`config.mk`:
```
export PLATFORM = sky130hd
export DESIGN_NAME = magcmp_array
export DESIGN_NICKNAME = d
export VERILOG_FILES = /design/src/rtl/magcmp_pkg.sv /design/src/rtl/magcmp_slice.sv /design/src/rtl/magcmp_chain.sv /design/src/rtl/magcmp_array.sv
export SDC_FILE = /design/constraint.sdc
export NUM_CORES = 1
export LEC_CHECK = 0
export BUFFER_PORTS_ARGS = -buffer_cell sky130_fd_sc_hd__buf_2
export CAP_MARGIN = 20
export CORE_AREA = 2 2 39 41
export DETAILED_ROUTE_END_ITERATION = 12
export DIE_AREA = 0 0 41 43
export PLACE_DENSITY = 0.68
export SLEW_MARGIN = 30
export SYNTH_ARGS = -nofsm -noshare
export SYNTH_HDL_FRONTEND = slang
export SYNTH_SLANG_ARGS = --single-unit
```
`constraint.sdc`:
```
create_clock -name vclk -period 2.2
set_input_delay 0.22 -clock vclk [all_inputs]
set_output_delay 0.22 -clock vclk [all_outputs]
set_load 0.02 [all_outputs]
```
`src/rtl/magcmp_pkg.sv`:
```
package magcmp_pkg;
  // Three-way verdict passed from slice to slice; exactly one bit set when legal.
  typedef struct packed {
    logic gt;
    logic eq;
    logic lt;
  } relT;

  localparam relT REL_EQUAL = '{gt: 1'b0, eq: 1'b1, lt: 1'b0};
endpackage

```
`src/rtl/magcmp_slice.sv`:
```
module magcmp_slice
  import magcmp_pkg::*;
#(
  parameter int SLICE_BITS = 4
) (
  input  logic [SLICE_BITS-1:0] a,
  input  logic [SLICE_BITS-1:0] b,
  input  relT                   cascIn,
  output relT                   rel
);
  logic [SLICE_BITS-1:0] bitSame;
  logic                  decided;

  assign bitSame = ~(a ^ b);

  // Scan from the top bit down; the first mismatch settles the verdict.
  always_comb begin
    rel     = cascIn;
    decided = 1'b0;
    for (int i = SLICE_BITS - 1; i >= 0; i--) begin
      if (!decided && !bitSame[i]) begin
        decided = 1'b1;
        rel.gt  = a[i];
        rel.eq  = 1'b0;
        rel.lt  = b[i];
      end
    end
  end
endmodule

```
`src/rtl/magcmp_chain.sv`:
```
module magcmp_chain
  import magcmp_pkg::*;
#(
  parameter int WIDTH      = 8,
  parameter int SLICE_BITS = 4
) (
  input  logic [WIDTH-1:0] opA,
  input  logic [WIDTH-1:0] opB,
  output relT              verdict
);
  localparam int NUM_SLICES = (WIDTH + SLICE_BITS - 1) / SLICE_BITS;
  localparam int PAD_WIDTH  = NUM_SLICES * SLICE_BITS;

  logic [PAD_WIDTH-1:0] padA;
  logic [PAD_WIDTH-1:0] padB;
  relT                  link [NUM_SLICES+1];

  always_comb begin
    padA            = '0;
    padB            = '0;
    padA[WIDTH-1:0] = opA;
    padB[WIDTH-1:0] = opB;
  end

  assign link[0] = REL_EQUAL;

  for (genvar s = 0; s < NUM_SLICES; s++) begin : g_slice
    magcmp_slice #(.SLICE_BITS(SLICE_BITS)) slice_i (
      .a      (padA[s*SLICE_BITS +: SLICE_BITS]),
      .b      (padB[s*SLICE_BITS +: SLICE_BITS]),
      .cascIn (link[s]),
      .rel    (link[s+1])
    );
  end

  assign verdict = link[NUM_SLICES];
endmodule

```
`src/rtl/magcmp_array.sv`:
```
module magcmp_array
  import magcmp_pkg::*;
#(
  parameter int WIDTH      = 8,
  parameter int SLICE_BITS = 4
) (
  input  logic [WIDTH-1:0] opA,
  input  logic [WIDTH-1:0] opB,
  output logic             aGt,
  output logic             aEq,
  output logic             aLt,
  output logic             eqN,
  output logic             gtN
);
  relT verdict;

  magcmp_chain #(.WIDTH(WIDTH), .SLICE_BITS(SLICE_BITS)) chain_i (
    .opA     (opA),
    .opB     (opB),
    .verdict (verdict)
  );

  assign aGt = verdict.gt;
  assign aEq = verdict.eq;
  assign aLt = verdict.lt;
  assign eqN = ~verdict.eq;
  assign gtN = ~verdict.gt;
endmodule

```
==> results by group, run 1 <==
STA
  • Max Clk Rate: between 400 and 500 MHz
  • Min cycle time layout: 2.061 ns
  • Minimum hold slack: 0.8754 ns
  • Slew @ Worst Pin: 0.3629 ns
  • Endpoints failing hold: 0
  • Fin crit share: 0.9366
  • Setup violators final: 0
  • Rel. slew slack: 0.7566
  • TNS Setup: 0 ns
  • Slew Limit Fails: 0

Flow run
  • Max_cap viols: 0

Die
  • Die height: about 43 um
  • DIE WIDTH: just over 40 um
  • I/O pins: 21
  • Core Box Area: 0.001384 mm2
  • Std cell rows: 14
  • Die area: between 0.0015 and 0.002 mm2
  • Initial core utilization: 0.3472

Placed design
  • Dpl hpwl: 982.6 um
  • Port Buf Inserts: 21
  • RD Place Congestion: between 0.7 and 0.8

Synthesis
  • Syn Inst Count: 74
  • Synth cell types: 35
  • Syn Std Cell Area: 480.5 um2
  • Synth warn: 0
  • Syn nets: 93
  • Post-Syn Area per Cell: 6.493 um2
  • Seq/Total Area, Yosys: 0

Global route
  • Met1 Resource Use GR: 0.2120
  • Largest net degree at the start of global routing: 10
  • GR Util met3: 0
  • GR Overflow Total: 0
  • Met2 GRT Util: 0.2375
  • Initial antenna violation count: 0
  • First-pass GRT wire length: 1.932 mm
  • Tot GR Track Use: 0.1429
  • Vias in the first global route: 501
  • Most Used Layer, Global Route: met2

Clocking
  • Post-CTS Setup Bufs: 0
  • CTS Hold Bufs: 0
  • Number of gates resized after cts: 0

Route
  • 1st-iter DRT viols: 11
  • Remaining antenna violation count: 0
  • Final WL: 1.235 mm
  • Drt drc: 0
  • Vias: 600
  • Routed wire per std cell: between 10 and 15 um
  • Number of vias per cell: 5.455
  • DR pass1 iterations: 4

Finish
  • Sequential cell count: 0
  • Synth-to-layout area growth: 30.21%
  • Clock buf count: 0
  • Register Area: 0 um2
  • Commonest non-fill, non-tap cell in the layout: buf_2
  • Fraction of layout instances using a drive strength above 1: 0.2979
  • Most frequent cells in the layout: 19 x buf_2, 9 x inv_1, 8 x nor2_1
  • Layout Nets: ~120
  • Fill cell count: 150
  • Ant. Diodes: 0

Worst hold path
  • Hold wc startpoint: opA[5]
  • Worst Hold End: aGt
  • Hold path depth: 4
  • Hold Crit Class: primary input to output port

Worst setup path
  • Critical Path End Type: output port
  • Critical Path RT: slightly below 2 ns
  • Crit Path Class: primary input to output port
  • Worst setup SP type: primary input
  • Worst path arrival time: 1.84 ns
  • Crit Path Max Fanout: 9

Power and ir drop
  • Peak VDD IR: 118.3 uV
  • Overall power: 164.6 uW
  • Pwr/cell area: 263.1 mW/mm2
  • Leak: 0.0002954 uW

Run status
  • Status: finished, final reports clean
## routing by layer
metal / vias up / share of wire
li1: 311 / -
met2: 18 / 0.49
met4: 0 / 0
met1: 271 / 0.46
met5: - / 0
met3: 0 / 0.045
## how the worst max path moves through the flow
stage | start | end | slack, ns | cells past startpoint
after CTS | opA[3] | gtN | 0.005 | 10
after floorplan | opA[3] | aLt | 0.19 | 8
after global placement | opA[3] | gtN | 0.04 | 10
after global routing | opA[3] | aGt | -0.05 | 10
after detailed placement | opA[3] | gtN | 0.006 | 10
final | opA[3] | aGt | 0.14 | 10
## final cells by class
type                       count  area (um2)  share of cell area
tap                           16       20.02             0.03200
multi-input combinational     63       457.9              0.7320
timing repair buffer          21       110.1              0.1760
inverter                      10       37.54             0.06000
## Yosys cell counts (2+ instances only)
cell	n	area share
nand2b_1	5	0.065
a21oi_1	4	0.042
nand3b_1	2	0.031
xnor2_1	4	0.073
ha_1	3	0.078
o22ai_1	2	0.026
or2_1	2	0.026
a31oi_1	2	0.026
nand2_1	5	0.039
inv_1	9	0.070
o2111ai_1	2	0.036
o21ai_0	4	0.042
nor2_1	8	0.063
## critical path, stage by stage
cell and delay [ns]:
buf_2 0.11, inv_1 0.09, ha_4 0.23, nand3b_1 0.10
a31oi_1 0.08, a311o_1 0.30, a41oi_2 0.26, o2111ai_1 0.17
nand3_1 0.12, buf_4 0.14
## cell families after synthesis
family,share of synthesized area
fa+ha+maj,0.1224
buf+inv,0.08852
simple gates,0.2969
compound gates,0.4011
xor+xnor,0.09114
## power breakdown
group / internal [uW] / total [uW] / switching (uW)
clock: 0 / 0 / 0
sequential: 0 / 0 / 0
combinational: 74.9 / 165 / 89.7
## stage by stage
step | util | instance area (um2) | instances | worst slack [ns]
final | 0.4521 | 625.6 | 110 | 0.1394
after global routing | 0.4521 | 625.6 | 110 | -0.05093
after CTS | 0.4340 | 600.6 | 110 | 0.005246
after detailed placement | 0.4340 | 600.6 | 110 | 0.006008
after global placement | 0.4340 | 600.6 | 110 | 0.03932
after floorplan | - | 480.5 | 74 | 0.1902
(Power assumes the default switching activity.)
==> run 2, diff against run 1 <==
PLACE_DENSITY = unset   (was 0.68)
==> run 2 against run 1 <==
Maximum frequency shrank 1.2%. Critical endpoint is now gtN. Via count shrank 2.3%. Wire length grew 2.0%. Hold slack lost 0.026 ns. Cell count is the same. Combinational power is essentially flat. Sequential share of layout area is the same. Highest routed layer unchanged. Utilization grew 0.45 points. Flip-flop and latch count is the same. First-iteration DRC count shrank 64%. Worst setup slack lost 0.024 ns. Power shrank 0.42%.
==> results by group, run 2 (synthesis gave the netlist of run 1 again) <==
Placed design
  • DP Worst Slack: -0.01751 ns (-0.02351 ns)
  • RD Place Congestion: 0.7624 (-2.5%)
  • Placed Cells: 110 (unchanged)
  • Dpl hpwl: 1.012 mm (+3.0%)
  • Port Buf Inserts: 21 (unchanged)
  • Cell Area, Placed: 600.6 um2 (unchanged)

Worst setup path
  • Crit Path Class: primary input to output port
  • Critical Path End Type: output port
  • Critical Path RT: 1.98 ns (about the same)
  • CP Cell Sequence: buf_2 > inv_1 > ha_4 > nand3b_1 > a31oi_1 > a311o_1 > a41oi_2 > a21oi_2 > a21boi_2 > buf_4
  • Crit Path Max Fanout: 9 (unchanged)
  • Slowest-stage cell, CP: a311o_1
  • Worst setup SP type: primary input
  • Worst path arrival time: 1.86 ns (+0.02 ns)
  • WP buf/inv: 3 (unchanged)
  • Slowest cell delay on critical path: 0.31 ns (about the same)
  • Delay-heaviest family, CP: compound AO/OA/AOI/OAI gates

Die
  • Core Box Area: 0.001384 mm2 (unchanged)
  • Initial core utilization: 0.3472 (unchanged)
  • I/O pins: 21 (unchanged)
  • Std cell rows: 14 (unchanged)
  • Die height: 43 um (unchanged)
  • DIE WIDTH: 41 um (unchanged)
  • Die area: 0.001763 mm2 (unchanged)

STA
  • Setup violators final: 0 (unchanged)
  • Min cycle time layout: 2.085 ns (+0.02426 ns)
  • Slew @ Worst Pin: 0.3700 ns (+0.007103 ns)
  • Slew Limit Fails: 0 (unchanged)
  • Fin crit share: 0.9477 (+0.01103)
  • TNS Setup: 0 ns (unchanged)
  • Max Clk Rate: 479.7 MHz (-1.2%)
  • Endpoints failing hold: 0 (unchanged)
  • Final worst-path setup slack: 0.1152 ns (-0.02426 ns)
  • Rel. slew slack: 0.7518 (-0.004763)

Global route
  • Vias in the first global route: 520 (+3.8%)
  • First-pass GRT wire length: 1.952 mm (+1.0%)
  • Tot GR Track Use: 0.1449 (+0.001998)
  • Initial antenna violation count: 0 (unchanged)
  • GR Overflow Total: 0 (unchanged)
  • Largest net degree at the start of global routing: 10 (unchanged)

Worst hold path
  • Hold Crit Class: primary input to output port

Finish
  • Sequential cell count: 0 (unchanged)
  • Clock buf count: 0 (unchanged)
  • Synth-to-layout area growth: 31.51%
  • Post-Layout Cell Count: 110 (unchanged)
  • Post-route cell area: 631.9 um2 (+1.0%)
  • Ant. Diodes: 0 (unchanged)
  • Layout Nets: 115 (unchanged)
  • Fraction of layout instances using a drive strength above 1: 0.3191 (+0.02128)
  • Commonest non-fill, non-tap cell in the layout: buf_2
  • Most frequent cells in the layout: 20 x buf_2, 9 x inv_1, 8 x nor2_1
  • Register Area: 0 um2 (unchanged)

Power and ir drop
  • Peak VDD IR: 150.2 uV (+27%)
  • Overall power: 163.9 uW (-0.42%)
  • Pwr/cell area: 259.4 mW/mm2 (-1.4%)
  • Leak: 0.0002937 uW (-0.57%)

Route
  • Remaining antenna violation count: 0 (unchanged)
  • Final WL: 1.260 mm (+2.0%)
  • Number of vias per cell: 5.327 (-2.3%)
  • 1st-iter DRT viols: 4 (-7)
  • Routed wire per std cell: 11.45 um (+2.0%)
  • DR pass1 iterations: 2 (-2)
  • Vias: 586 (-2.3%)
  • Drt drc: 0 (unchanged)

Flow run
  • Max_cap viols: 0 (unchanged)

Run status
  • Status: finished, final reports clean

Clocking
  • Post-CTS Setup Bufs: 0 (unchanged)
  • CTS Hold Bufs: 0 (unchanged)
run 2: metrics by stage:
step,hold WS (ns),util
after global routing,0.8860,0.4566
after detailed placement,0.8504,0.4340
after global placement,0.8520,0.4340
after floorplan,0.6713,-
final,0.8492,0.4566
after CTS,0.8510,0.4358
run 2: where the power goes:
group	switching, uW	leakage [uW]	internal, uW	total, uW
registers	0	0	0	0
clock network	0	0	0	0
logic	90.2	0.000294	73.7	164
total	90.2	0.000294	73.7	164
run 2: path summary, 6_finish.rpt:
check / start / endpoint / cells past startpoint
worst max-delay path: opA[3] / gtN / 10
worst min-delay path: opA[5] / aGt / 4
run 2: area by class of cell:
type                            instances  area [um2]
Multi-Input combinational cell         63       466.7
Timing Repair Buffer                   21       107.6
Tap cell                               16       20.02
Fill cell                             147       752.0
Inverter                               10       37.54
run 2: layer usage:
layer	GRT usage	vias to the layer above	part of all wire
met2	0.2688	11	0.51
met5	0	-	0
li1	-	310	-
met3	0	0	0.024
met1	0.1867	265	0.46
met4	0	0	0
run 2: what timing repair did:
| action | CTS | global route |
|---|---|---|
| pin swaps | 0 | 4 |
| cloned | 0 | 0 |
| hold endpoints to repair | 0 | 0 |
| setup endpoints to repair | 1 | 3 |
| resized for setup | 1 | 7 |
==> run 3, diff against run 2 <==
clock period = 2.4 ns   (was 2.2 ns; I/O delays follow)
==> run 3 against run 2 <==
Via count grew 1.0%. Flip-flop and latch count unchanged. First-iteration DRC count rose by 75%. Die area is the same. Power is 16% lower. Worst setup slack better by 0.010 ns. Combinational power down 16%. Cell count did not move. Non-clock buffer count unchanged. Sequential share of layout area unchanged. Utilization fell by 2.3 points. Largest power group unchanged.
==> results by group, run 3 (synthesis gave the netlist of run 1 again) <==
Worst setup path
  • Critical Path End Type: output port
  • Worst setup SP type: primary input
  • Crit Path Class: primary input to output port
  • Delay-heaviest family, CP: compound AO/OA/AOI/OAI gates
  • CP Cell Sequence: buf_2 > inv_1 > ha_1 > nand3b_1 > a31oi_1 > a311o_1 > a41oi_2 > a21oi_1 > a21boi_1 > buf_2
  • WP buf/inv: 3 (unchanged)
  • Slowest cell delay on critical path: 0.39 ns (+0.08 ns)
  • Crit Path Max Fanout: 9 (unchanged)
  • Slowest-stage cell, CP: ha_1
  • Worst path arrival time: 2.03 ns (+0.17 ns)
  • Critical Path RT: 2.16 ns (+0.18 ns)
  • Most used cell, CP: buf_2

Finish
  • Most frequent cells in the layout: 21 x buf_2, 9 x inv_1, 8 x nor2_1
  • Synth-to-layout area growth: 25.00%
  • Fill cell count: 139 (-5.4%)
  • Layout Nets: 115 (unchanged)
  • Commonest non-fill, non-tap cell in the layout: buf_2
  • Ant. Diodes: 0 (unchanged)
  • Clock buf count: 0 (unchanged)
  • Fraction of layout instances using a drive strength above 1: 0.2660 (-0.05319)
  • Sequential cell count: 0 (unchanged)
  • Register Area: 0 um2 (unchanged)

Global route
  • Largest net degree at the start of global routing: 10 (unchanged)
  • Initial antenna violation count: 0 (unchanged)
  • GR Overflow Total: 0 (unchanged)
  • Vias in the first global route: 490 (-5.8%)
  • Tot GR Track Use: 0.1369 (-0.007992)
  • First-pass GRT wire length: 1.842 mm (-5.6%)

Route
  • 1st-iter DRT viols: 7 (+3)
  • Routed wire per std cell: 10.48 um (-8.5%)
  • Final WL: 1.153 mm (-8.5%)
  • Met2 wire length: 580 um (-10%)
  • Remaining antenna violation count: 0 (unchanged)
  • Drt drc: 0 (unchanged)
  • Vias: 592 (+1.0%)
  • Number of vias per cell: 5.382 (+1.0%)
  • Highest metal used: met3
  • Met3 WL: 42 um (+40%)
  • DR pass1 iterations: 4 (+2)
  • Met1 WL: 531 um (-9.1%)

Clocking
  • CTS Hold Bufs: 0 (unchanged)
  • Post-CTS Setup Bufs: 0 (unchanged)
  • Number of gates resized after cts: 0 (-1)

Placed design
  • Dpl hpwl: 979.4 um (-3.2%)
  • DP Worst Slack: 0.1608 ns (+0.1783 ns)
  • Port Buf Inserts: 21 (unchanged)
  • RD Place Congestion: 0.7606 (-0.24%)

Die
  • Die height: 43 um (unchanged)
  • Core Box Area: 0.001384 mm2 (unchanged)
  • DIE WIDTH: 41 um (unchanged)
  • Initial core utilization: 0.3472 (unchanged)
  • I/O pins: 21 (unchanged)
  • Std cell rows: 14 (unchanged)
  • Die area: 0.001763 mm2 (unchanged)

STA
  • RSZ-0062 raised after global routing: false
  • Max Clk Rate: roughly 440 MHz
  • Slew Limit Fails: 0 (unchanged)
  • Rel. slew slack: 0.7767 (+0.02484)
  • Min cycle time layout: 2.274 ns
  • Fin crit share: 0.9477
  • Setup violators final: 0 (unchanged)
  • Slew @ Worst Pin: 0.3330 ns (-0.03704 ns)
  • Endpoints failing hold: 0 (unchanged)
  • Final worst-path setup slack: 0.1256 ns (+0.01040 ns)
  • TNS Setup: 0 ns (unchanged)

Power and ir drop
  • Peak VDD IR: 101.1 uV (-33%)
  • Pwr/cell area: 229.9 mW/mm2 (-11%)
  • Leak: 0.0002926 uW (-0.38%)

Worst hold path
  • Hold Crit Class: primary input to output port

Flow run
  • Max_cap viols: 0 (unchanged)

Run status
  • Status: finished, final reports clean
-- run 3: path summary, 6_finish.rpt --
kind	startpoint	endpoint	slack (ns)	cells after the start
setup / recovery	opA[3]	gtN	0.13	10
hold / removal	opA[5]	aGt	0.89	4
-- run 3: per-stage QoR --
| step | hold slack [ns] | total power [uW] | cells | utilization | cell area, um2 |
|---|---|---|---|---|---|
| 2_1_floorplan | 0.7113 | 94.20 | 74 | - | 480.5 |
| 3_3_place_gp | 0.8919 | 137.0 | 110 | 0.4340 | 600.6 |
| 3_5_place_dp | 0.8909 | 137.0 | 110 | 0.4340 | 600.6 |
| 4_1_cts | 0.8921 | 137.5 | 110 | 0.4340 | 600.6 |
| 5_1_grt | 0.9257 | 151.8 | 110 | 0.4340 | 600.6 |
| 6_report | 0.8890 | 138.1 | 110 | 0.4340 | 600.6 |
-- run 3: where the power goes --
part | leakage, uW | switching, uW | internal (uW)
Clock | 0 | 0 | 0
Combinational | 0.000293 | 77.5 | 60.6
Sequential | 0 | 0 | 0
Total | 0.000293 | 77.5 | 60.6
-- run 3: final cells by class --
class,instances,area (um2),share of cell area
inverter,10,37.54,0.06250
tap,16,20.02,0.03333
multi-input combinational,63,437.9,0.7292
timing repair buffer,21,105.1,0.1750
-- run 3: tightest hold or removal path: stages --
cell and delay, ns:
buf_2 0.12, o2111ai_1 0.07, nand3_1 0.06, buf_2 0.15
-- run 3: per-layer routing --
metal / GRT usage / vias to the layer above
met5: 0 / -
li1: - / 309
met3: 0 / 0
met4: 0 / 0
met2: 0.2438 / 17
met1: 0.1867 / 266
